`config.mk`:
```
export PLATFORM = sky130hd
export DESIGN_NAME = flash_status_reg
export DESIGN_NICKNAME = d
export VERILOG_FILES = /design/src/rtl/fsr_pkg.sv /design/src/rtl/fsr_bits.sv /design/src/rtl/fsr_snap.sv /design/src/rtl/fsr_lanes.sv /design/src/rtl/flash_status_reg.sv
export SDC_FILE = /design/constraint.sdc
export NUM_CORES = 1
export LEC_CHECK = 0
export CAP_MARGIN = 10
export CORE_MARGIN = 5
export CORE_UTILIZATION = 53
export CTS_CLUSTER_SIZE = 16
export DETAILED_ROUTE_END_ITERATION = 10
export DONT_BUFFER_PORTS = 1
export HOLD_SLACK_MARGIN = 0.03
export MAX_ROUTING_LAYER = met4
export PLACE_DENSITY = 0.69
export SYNTH_ARGS = -nofsm -noshare
export SYNTH_HDL_FRONTEND = slang
export SYNTH_HIERARCHICAL = 1
export SYNTH_SLANG_ARGS = --single-unit
```
`constraint.sdc`:
```
create_clock -name clk -period 1.1 [get_ports clk]
set_input_delay 0.055 -clock clk [delete_from_list [all_inputs] [get_ports clk]]
set_output_delay 0.055 -clock clk [all_outputs]
set_load 0.02 [all_outputs]
```
`src/rtl/fsr_pkg.sv`:
```
package fsr_pkg;

    localparam int ST_W = 8;

    typedef struct packed {
        logic ready;
        logic ers_susp;
        logic ers_err;
        logic prg_err;
        logic vpp_low;
        logic prg_susp;
        logic lock_abort;
        logic rsvd;
    } fsr_stat_t;

    localparam logic [ST_W-1:0] RESET_VAL    = 8'h80;
    localparam logic [ST_W-1:0] ERR_MASK     = 8'h3A;
    localparam logic [ST_W-1:0] ENG_CLR_MASK = 8'hC4;
    localparam logic [ST_W-1:0] SET_MASK     = 8'hFE;

    typedef enum logic [1:0] {
        BIT_RSVD,
        BIT_PROGRESS,
        BIT_STICKY
    } bit_kind_e;

    function automatic bit_kind_e kind_of(input int idx);
        if (ERR_MASK[idx])
            return BIT_STICKY;
        else if (ENG_CLR_MASK[idx])
            return BIT_PROGRESS;
        else if (SET_MASK[idx])
            return BIT_PROGRESS;
        return BIT_RSVD;
    endfunction

endpackage

```
`src/rtl/fsr_bits.sv`:
```
module fsr_bits
    import fsr_pkg::*;
(
    input  logic            clk,
    input  logic            rst,
    input  logic [ST_W-1:0] eng_set,
    input  logic [ST_W-1:0] eng_clr,
    input  logic            seq_err,
    input  logic            clr_cmd,
    output fsr_stat_t       status
);

    logic [ST_W-1:0] st_q;

    for (genvar i = 0; i < ST_W; i++) begin : g_bit
        localparam bit_kind_e KIND = kind_of(i);
        if (KIND == BIT_RSVD) begin : g_rsvd
            always_ff @(posedge clk) begin
                st_q[i] <= 1'b0;
            end
        end else if (KIND == BIT_STICKY) begin : g_sticky
            always_ff @(posedge clk) begin
                if (rst)
                    st_q[i] <= RESET_VAL[i];
                else if (eng_set[i] || seq_err)
                    st_q[i] <= 1'b1;
                else if (clr_cmd)
                    st_q[i] <= 1'b0;
            end
        end else begin : g_prog
            localparam logic CAN_CLR = ENG_CLR_MASK[i];
            always_ff @(posedge clk) begin
                if (rst)
                    st_q[i] <= RESET_VAL[i];
                else if (eng_set[i])
                    st_q[i] <= 1'b1;
                else if (CAN_CLR && eng_clr[i])
                    st_q[i] <= 1'b0;
            end
        end
    end

    assign status = fsr_stat_t'(st_q);

endmodule

```
`src/rtl/fsr_snap.sv`:
```
module fsr_snap
    import fsr_pkg::*;
(
    input  logic      clk,
    input  logic      rst,
    input  logic      ce_n,
    input  logic      oe_n,
    input  fsr_stat_t live,
    output fsr_stat_t snap,
    output logic      rd_act
);

    logic      rd_now;
    logic      rd_q;
    fsr_stat_t snap_q;

    assign rd_now = !ce_n && !oe_n;

    always_ff @(posedge clk) begin
        if (rst) begin
            rd_q   <= 1'b0;
            snap_q <= fsr_stat_t'(RESET_VAL);
        end else begin
            rd_q <= rd_now;
            if (rd_now && !rd_q)
                snap_q <= live;
        end
    end

    assign snap   = snap_q;
    assign rd_act = rd_q;

endmodule

```
`src/rtl/fsr_lanes.sv`:
```
module fsr_lanes
    import fsr_pkg::*;
#(
    parameter int DATA_W = 16
) (
    input  fsr_stat_t         snap,
    input  logic              rd_act,
    output logic [DATA_W-1:0] dout
);

    localparam int HI_W = DATA_W - ST_W;

    logic [ST_W-1:0] lo;

    assign lo = rd_act ? ST_W'(snap) : '0;

    if (HI_W > 0) begin : g_pad
        assign dout = {{HI_W{1'b0}}, lo};
    end else begin : g_nopad
        assign dout = lo[DATA_W-1:0];
    end

endmodule

```
`src/rtl/flash_status_reg.sv`:
```
module flash_status_reg
    import fsr_pkg::*;
#(
    parameter int DATA_W = 16
) (
    input  logic              clk,
    input  logic              rst,
    input  logic [7:0]        eng_set,
    input  logic [7:0]        eng_clr,
    input  logic              seq_err,
    input  logic              clr_cmd,
    input  logic              ce_n,
    input  logic              oe_n,
    output logic [DATA_W-1:0] dout
);

    fsr_stat_t live;
    fsr_stat_t snap;
    logic      rd_act;

    fsr_bits u_bits (
        .clk     (clk),
        .rst     (rst),
        .eng_set (eng_set),
        .eng_clr (eng_clr),
        .seq_err (seq_err),
        .clr_cmd (clr_cmd),
        .status  (live)
    );

    fsr_snap u_snap (
        .clk    (clk),
        .rst    (rst),
        .ce_n   (ce_n),
        .oe_n   (oe_n),
        .live   (live),
        .snap   (snap),
        .rd_act (rd_act)
    );

    fsr_lanes #(.DATA_W(DATA_W)) u_lanes (
        .snap   (snap),
        .rd_act (rd_act),
        .dout   (dout)
    );

endmodule

```
==> results.tsv, run 1 <==
stage	metric	value	unit
outcome	outcome	finished with violations	
outcome	violated checks	negative hold slack	
synth	most frequently used flop master after synthesis	sky130_fd_sc_hd__dfxtp_1	
clock_tree	maximum clock path buffer count	2	
detailed_routing	post-DR vias/cell	5.460	
global_route	total congestion overflow after global routing	0	
die	Placeable Area	0.001334	sq mm
power	total power draw	1159	uW
synth	cell type with the highest aggregate area in the netlist	sky130_fd_sc_hd__dfxtp_1	
clock_tree	clock buffer count from CTS	3	
timing	Fin Clk Skew	0.0005007	ns
critical_path	critical path's largest stage delay	0.40	ns
layout	Antenna Diode Count	0	
timing	setup repair after global routing missed its margin	true	
layout	number of nets in the finished design	121	
critical_path	required time at the endpoint of the critical path	1.04	ns
die	vertical extent of the die	47.98	microns
critical_path	Max stage delay cell, worst path	sky130_fd_sc_hd__dfxtp_4	
timing	Max Clock Freq	935.4	MHz
clock_tree	clock transition at the registers of the reported paths	0.09	ns
critical_path	Top delay family on crit path	flip-flops	
detailed_routing	DRC Markers	0	
die	die area	0.002302	sq mm
critical_path	critical path start-end classification	flip-flop to output port	
detailed_routing	WL per Instance	14.56	microns
critical_path	crit path capture type	output port	
clock_tree	number of hold buffers added after cts	13	
synth	proportion of netlist area held by the largest area contributor	41.90	%
clock_tree	Skew-Pair Late Insertion Delay	0.29	ns
critical_path	list of cells traversed by the critical path	buf_8 > and2_4	
synth	number of flops mapped to enable cells by yosys	0	
critical_path	critical path fanouts, max	15	
timing	relative max-transition margin	61.62	%
power	VDD IR-drop max	0.8987	mV
global_route	first-pass GRT wire length	2.497	mm
synth	Synth Area per Inst	8.889	sq um
synth	Mapped Area	764.5	sq um
detailed_routing	residual antenna-violating net count after detailed routing	0	
power	total leakage power	0.0003739	uW
synth	Seq cells post-synth	16	
timing	Final TNS setup	0	ns
critical_path	startpoint kind of the worst setup timing path	flip-flop	
timing	transition time at the pin with the least slew margin	0.5738	ns
layout	final std cell area, no fill	913.4	sq um
detailed_routing	number of design-rule violations left by the first detailed-router iteration	11	
job	MaxCap Viol Count	0	
place	Placed Cells incl. Taps	96	
synth	fraction of synthesis flops using an asynchronous set or reset pin	0	%
die	width of the die	47.98	microns
timing	worst hold slack	-0.1790	ns
die	effective utilization at floorplan	57.32	%
layout	filler cell count in the final layout	102	
min_path	Min-Delay Startpoint	ce_n	
timing	final period utilization	97.19	%
detailed_routing	Pre-antenna DRT Iters	6	
synth	number of warnings issued by yosys	6	
layout	fraction of final layout cells with drive strength greater than 1	13.27	%
layout	Syn-to-layout area delta	19.48	%
critical_path	Setup crit start	u_snap/rd_act$_SDFF_PP0_	
detailed_routing	Routed Wire Length	1.645	mm
timing	Setup violations, final	0	
synth	post-synthesis instance total	86	
synth	count of different cell masters after synthesis	16	
clock_tree	Clock Sinks	16	
global_route	via count of the first global-routing pass	555	
global_route	total global routing track utilization	16.71	%
clock_tree	clock tree from TritonCTS	built	
die	number of top-level design ports	38	
timing	count of final hold-check violations	9	
global_route	initial antenna violation count	0	
timing	final critical-path required period	1.069	ns
power	total power density per cell area	1269	mW/mm^2
clock_tree	cell chosen for the clock root	sky130_fd_sc_hd__clkbuf_4	
place	Port Buffers	0	
detailed_routing	vias after detailed routing	617	
global_route	pin count of the biggest net entering global routing	18	
synth	largest cells by area after synthesis	sky130_fd_sc_hd__dfxtp_1 (42%), sky130_fd_sc_hd__or4b_1 (9.2%), sky130_fd_sc_hd__buf_4 (8.8%)	
critical_path	Crit path arrival time	1.01	ns
critical_path	buffer and inverter count on the worst path	1	
place	gpl congestion	0.6286	
timing	final slew viol count	0	
synth	proportion of synthesized chip area in sequential cells	41.90	%
die	Row Count	13	
place	Area after DPL	719.4	sq um
critical_path	Reg-to-Reg Start	u_snap/rd_act$_SDFF_PP0_	
min_path	kind of path behind the tightest hold check	primary input to flip-flop	
clock_tree	total number of H-tree levels	1	
layout	final cell count without fillers	113	
## worst reg2reg max path, cell delays in order, from the launching register on
cell and delay [ns]:
sky130_fd_sc_hd__dfxtp_4 0.38, sky130_fd_sc_hd__or4b_1 0.48, sky130_fd_sc_hd__a21oi_1 0.14
## cell usage after synthesis (2+ instances only)
cell / n
sky130_fd_sc_hd__a21oi_1: 13
sky130_fd_sc_hd__and2_1: 8
sky130_fd_sc_hd__buf_4: 9
sky130_fd_sc_hd__buf_6: 2
sky130_fd_sc_hd__conb_1: 2
sky130_fd_sc_hd__dfxtp_1: 16
sky130_fd_sc_hd__inv_1: 3
sky130_fd_sc_hd__nand2b_1: 6
sky130_fd_sc_hd__nor2_1: 7
sky130_fd_sc_hd__nor3_1: 2
sky130_fd_sc_hd__o31ai_1: 7
sky130_fd_sc_hd__or4b_1: 7
## cells in the final DEF, fill, tap and decap left out
| cell type | synthesis | layout |
|---|---|---|
| sky130_fd_sc_hd__dlygate4sd3_1 | 0 | 13 |
| sky130_fd_sc_hd__and2_1 | 8 | 1 |
| sky130_fd_sc_hd__o21ai_0 | 1 | 1 |
| sky130_fd_sc_hd__and2_4 | 0 | 7 |
| sky130_fd_sc_hd__conb_1 | 2 | 9 |
| sky130_fd_sc_hd__nand2b_1 | 6 | 6 |
| sky130_fd_sc_hd__dfxtp_4 | 0 | 1 |
| sky130_fd_sc_hd__mux2i_1 | 1 | 1 |
| sky130_fd_sc_hd__clkbuf_8 | 0 | 1 |
| sky130_fd_sc_hd__dfxtp_1 | 16 | 15 |
| sky130_fd_sc_hd__buf_8 | 0 | 1 |
| sky130_fd_sc_hd__a21oi_1 | 13 | 13 |
| sky130_fd_sc_hd__o31ai_1 | 7 | 7 |
| sky130_fd_sc_hd__nor2_1 | 7 | 7 |
| sky130_fd_sc_hd__or4b_1 | 7 | 7 |
| sky130_fd_sc_hd__inv_1 | 3 | 3 |
| sky130_fd_sc_hd__nor3_1 | 2 | 2 |
| sky130_fd_sc_hd__clkbuf_4 | 0 | 3 |
## flip-flops by register name, summed over array words and instances (netlist names)
name	count
u_snap/rd_act	1
u_snap/snap	8
u_bits/status	7
## per-layer routing
layer,GRT usage [%],routed length [microns]
met4,12.90,57
met2,26.12,811
met1,17.57,620
met5,-,0
met3,4.511,156
## path summary, 6_finish.rpt
path	slack, ns	cells past startpoint	to
worst max-delay path	0.03	2	dout[6]
worst min-delay path	-0.18	1	u_snap/rd_act$_SDFF_PP0_
worst max register to register	0.04	2	u_snap/snap[2]$_SDFFE_PP0P_
worst min register to register	0.47	2	u_bits/status[7]$_SDFFE_PP1P_
## final cells by class
| type | instances | area, sq um | area share [%] |
|---|---|---|---|
| Multi-Input combinational cell | 61 | 377.9 | 41.37 |
| Sequential cell | 16 | 324.1 | 35.48 |
| Timing Repair Buffer | 14 | 145.1 | 15.89 |
| Clock buffer | 4 | 36.28 | 3.973 |
| Tap cell | 15 | 18.77 | 2.055 |
| Inverter | 3 | 11.26 | 1.233 |
## report_power, final
group / internal (uW) / total, uW / leakage, uW / switching [uW]
sequential: 607 / 625 / 0.000133 / 17.4
combinational: 67.1 / 142 / 0.000220 / 74.8
clock: 202 / 392 / 0.0000210 / 191
## metrics by stage
step / setup WS, ns / util, %
floorplan: -0.003068 / -
global placement: 0.1056 / 53.94
detailed placement: 0.08560 / 53.94
CTS: -0.01073 / 67.64
global route: -0.02872 / 68.48
finish: 0.03089 / 68.48
## cells by family (layout without fill, tap and decap cells)
kind of cell | count (synthesis) | after routing | synth area share (%)
other | 2 | 9 | 0.9824
muxes | 1 | 1 | 1.309
and+or+nand+nor | 30 | 30 | 25.37
AOI/OAI and AO/OA | 21 | 21 | 16.04
buffers and inverters | 16 | 21 | 14.40
DFF | 16 | 16 | 41.90
## repair_timing
item	4_1_cts	5_1_grt
resized for setup	10	7
endpoints found under the hold margin	16	9
setup endpoints to repair	7	7
setup buffers	0	0
Note: power is estimated with default switching activity, not from simulation.
==> run 2: changes to the inputs <==
CORE_UTILIZATION = 58   (was 53)
PLACE_DENSITY = 0.72   (was 0.69)
clock period = 1.2 ns   (was 1.1 ns; I/O delays follow)
==> run 2 against run 1 <==
  * The run ends with negative hold slack, negative setup slack left
  * Via count is 3.9% lower
  * Setup slack worse by 0.032 ns
  * Count of clock-buffer cells in the layout did not move
  * Sequential share of layout area fell by 0.19 points
  * Wire length down 14%
  * Combinational power is 9% lower
  * Clock power shrank 13%
  * Critical path depth rose by 2
  * Worst hold slack better by 0.015 ns
  * Largest power group unchanged
  * Highest routed layer unchanged
==> results.tsv, run 2 (same netlist as run 1, synthesis figures left out) <==
stage	metric	value	unit	change
timing	Final TNS setup	-0.0007757	ns	-0.0007757 ns
timing	final slew viol count	0		unchanged
layout	Antenna Diode Count	0		unchanged
global_route	total congestion overflow after global routing	0		unchanged
global_route	pin count of the biggest net entering global routing	18		unchanged
timing	worst hold slack	-0.1642	ns	+0.01477 ns
layout	filler cell count in the final layout	84		-18%
timing	setup repair after global routing missed its margin	true		
clock_tree	clock tree from TritonCTS	built		
clock_tree	clock buffer count from CTS	3		unchanged
timing	relative max-transition margin	61.81	%	+0.19 points
place	Port Buffers	0		unchanged
detailed_routing	met3 layer wire length in the routed design	125	microns	-20%
layout	fraction of final layout cells with drive strength greater than 1	13.00	%	-0.27 points
detailed_routing	DRC Markers	0		unchanged
timing	final critical-path required period	1.201	ns	
critical_path	Crit path arrival time	1.35	ns	+0.34 ns
timing	final period utilization	100.1	%	
clock_tree	clock transition at the registers of the reported paths	0.09	ns	about the same
die	vertical extent of the die	46.31	microns	-3.5%
detailed_routing	Routed Wire Length	1.412	mm	-14%
critical_path	library cell appearing most often on the critical path	sky130_fd_sc_hd__dlygate4sd3_1		
layout	number of nets in the finished design	123		+1.7%
die	Row Count	13		unchanged
place	HPWL after detailed placement	874.8	microns	
critical_path	critical path's largest stage delay	0.56	ns	+0.16 ns
layout	top library cells by usage in the layout, fill and taps aside	sky130_fd_sc_hd__dlygate4sd3_1 (15), sky130_fd_sc_hd__dfxtp_1 (15), sky130_fd_sc_hd__a21oi_1 (13)		
clock_tree	total number of H-tree levels	1		unchanged
timing	count of final hold-check violations	9		unchanged
layout	final std cell area, no fill	918.4	sq um	+0.55%
layout	max reg flops	8		unchanged
global_route	total global routing track utilization	16.17	%	-0.53 points
power	total power density per cell area	1134	mW/mm^2	-11%
clock_tree	cell chosen for the clock root	sky130_fd_sc_hd__clkbuf_4		
outcome	outcome	finished with violations		
detailed_routing	post-DR vias/cell	5.157		-5.6%
place	post-placement worst setup slack	0.1462	ns	+0.06063 ns
timing	Final WS setup	-0.0007757	ns	-0.03166 ns
clock_tree	Clock Sinks	16		unchanged
die	width of the die	46.31	microns	-3.5%
timing	transition time at the pin with the least slew margin	0.5709	ns	-0.002836 ns
job	MaxCap Viol Count	0		unchanged
detailed_routing	number of design-rule violations left by the first detailed-router iteration	14		+3
layout	Syn-to-layout area delta	20.13	%	
global_route	initial antenna violation count	0		unchanged
die	effective utilization at floorplan	60.26	%	+2.9 points
critical_path	critical path start-end classification	primary input to flip-flop		
global_route	via count of the first global-routing pass	579		+4.3%
detailed_routing	vias after detailed routing	593		-3.9%
timing	Fin Clk Skew	0.002378	ns	+0.001877 ns
critical_path	crit path capture type	flip-flop		
critical_path	required time at the endpoint of the critical path	1.35	ns	+0.31 ns
global_route	first-pass GRT wire length	2.408	mm	-3.6%
detailed_routing	residual antenna-violating net count after detailed routing	0		unchanged
die	Placeable Area	0.001269	sq mm	-4.9%
clock_tree	Skew-Pair Late Insertion Delay	0.28	ns	about the same
layout	Util after Layout	72.39	%	+3.9 points
power	total leakage power	0.0003767	uW	+0.74%
place	gpl congestion	0.6383		+1.5%
detailed_routing	WL per Instance	12.28	microns	-16%
die	die area	0.002144	sq mm	-6.9%
min_path	kind of path behind the tightest hold check	primary input to flip-flop		
clock_tree	maximum clock path buffer count	2		unchanged
detailed_routing	post-route met1 wirelength	568	microns	-8.4%
power	VDD IR-drop max	0.6341	mV	-29%
timing	Setup violations, final	1		+1
detailed_routing	Pre-antenna DRT Iters	4		-2
critical_path	list of cells traversed by the critical path	dlygate4sd3_1 > nor2_2 > dlygate4sd3_1 > a21oi_1		
place	Placed Cells incl. Taps	96		unchanged
min_path	count of cells along the worst hold path	1		unchanged
critical_path	cell depth of the worst flop-to-flop path	2		unchanged
detailed_routing	uppermost routed layer	met4		
die	number of top-level design ports	38		unchanged
outcome	violated checks	negative hold slack, negative setup slack		
place	Area after DPL	718.2	sq um	-0.17%
critical_path	critical path fanouts, max	1		-14
layout	final cell count without fillers	115		+1.8%
detailed_routing	Met2 Routed Length	697	microns	-14%
critical_path	Max stage delay cell, worst path	sky130_fd_sc_hd__dlygate4sd3_1		
timing	Max Clock Freq	832.8	MHz	
critical_path	startpoint kind of the worst setup timing path	primary input		
## run 2: cell count changes in the layout (fill, tap and decap cells not counted), sizes merged
cell / change
dlygate4sd3: +2
## run 2: area by class of cell
cell class	instances	area (sq um)	area share, %
multi-input combinational	61	370.4	40.33
timing repair buffer	16	157.7	17.17
tap	15	18.77	2.044
inverter	3	11.26	1.226
clock buffer	4	36.28	3.951
sequential	16	324.1	35.29
## run 2: power breakdown
group          switching, uW  internal (uW)
sequential              13.7            556
clock                    158            184
combinational           65.8           63.3
## run 2: per-stage QoR
step / total power (uW) / hold slack, ns
finish: 1042 / -0.1642
global route: 1101 / -0.1674
CTS: 1048 / -0.1673
detailed placement: 660.6 / 0.1330
global placement: 658.4 / 0.1306
floorplan: 690.2 / 0.1291
## run 2: path summary, 6_finish.rpt
kind | startpoint | end | slack [ns]
min | oe_n | u_snap/rd_act$_SDFF_PP0_ | -0.16
max | eng_set[5] | u_bits/status[5]$_SDFFE_PP0P_ | -0.0008
max reg2reg | u_snap/rd_act$_SDFF_PP0_ | u_snap/snap[5]$_SDFFE_PP0P_ | 0.15
min reg2reg | u_snap/snap[6]$_SDFFE_PP0P_ | u_snap/snap[6]$_SDFFE_PP0P_ | 0.47
## run 2: repair_timing
item,in CTS,in global routing
gates resized for setup,7,2
hold buffers,15,2
buffers inserted,0,0
endpoints found under the setup margin,6,9
cloned,0,0
hold endpoints to repair,16,11
pin swaps,0,2
## run 2: critical path, delay by kind of cell
family,cells,cell delay [ns]
buf+inv,2,1.12
simple gates,1,0.10
compound gates,1,0.06
## run 2: metal layers
layer  global-route usage (%)  vias to the layer above
met5                        -                        -
met4                    6.250                        0
met3                    3.906                        4
met2                    27.75                       24
met1                    17.77                      255
li1                         -                      310
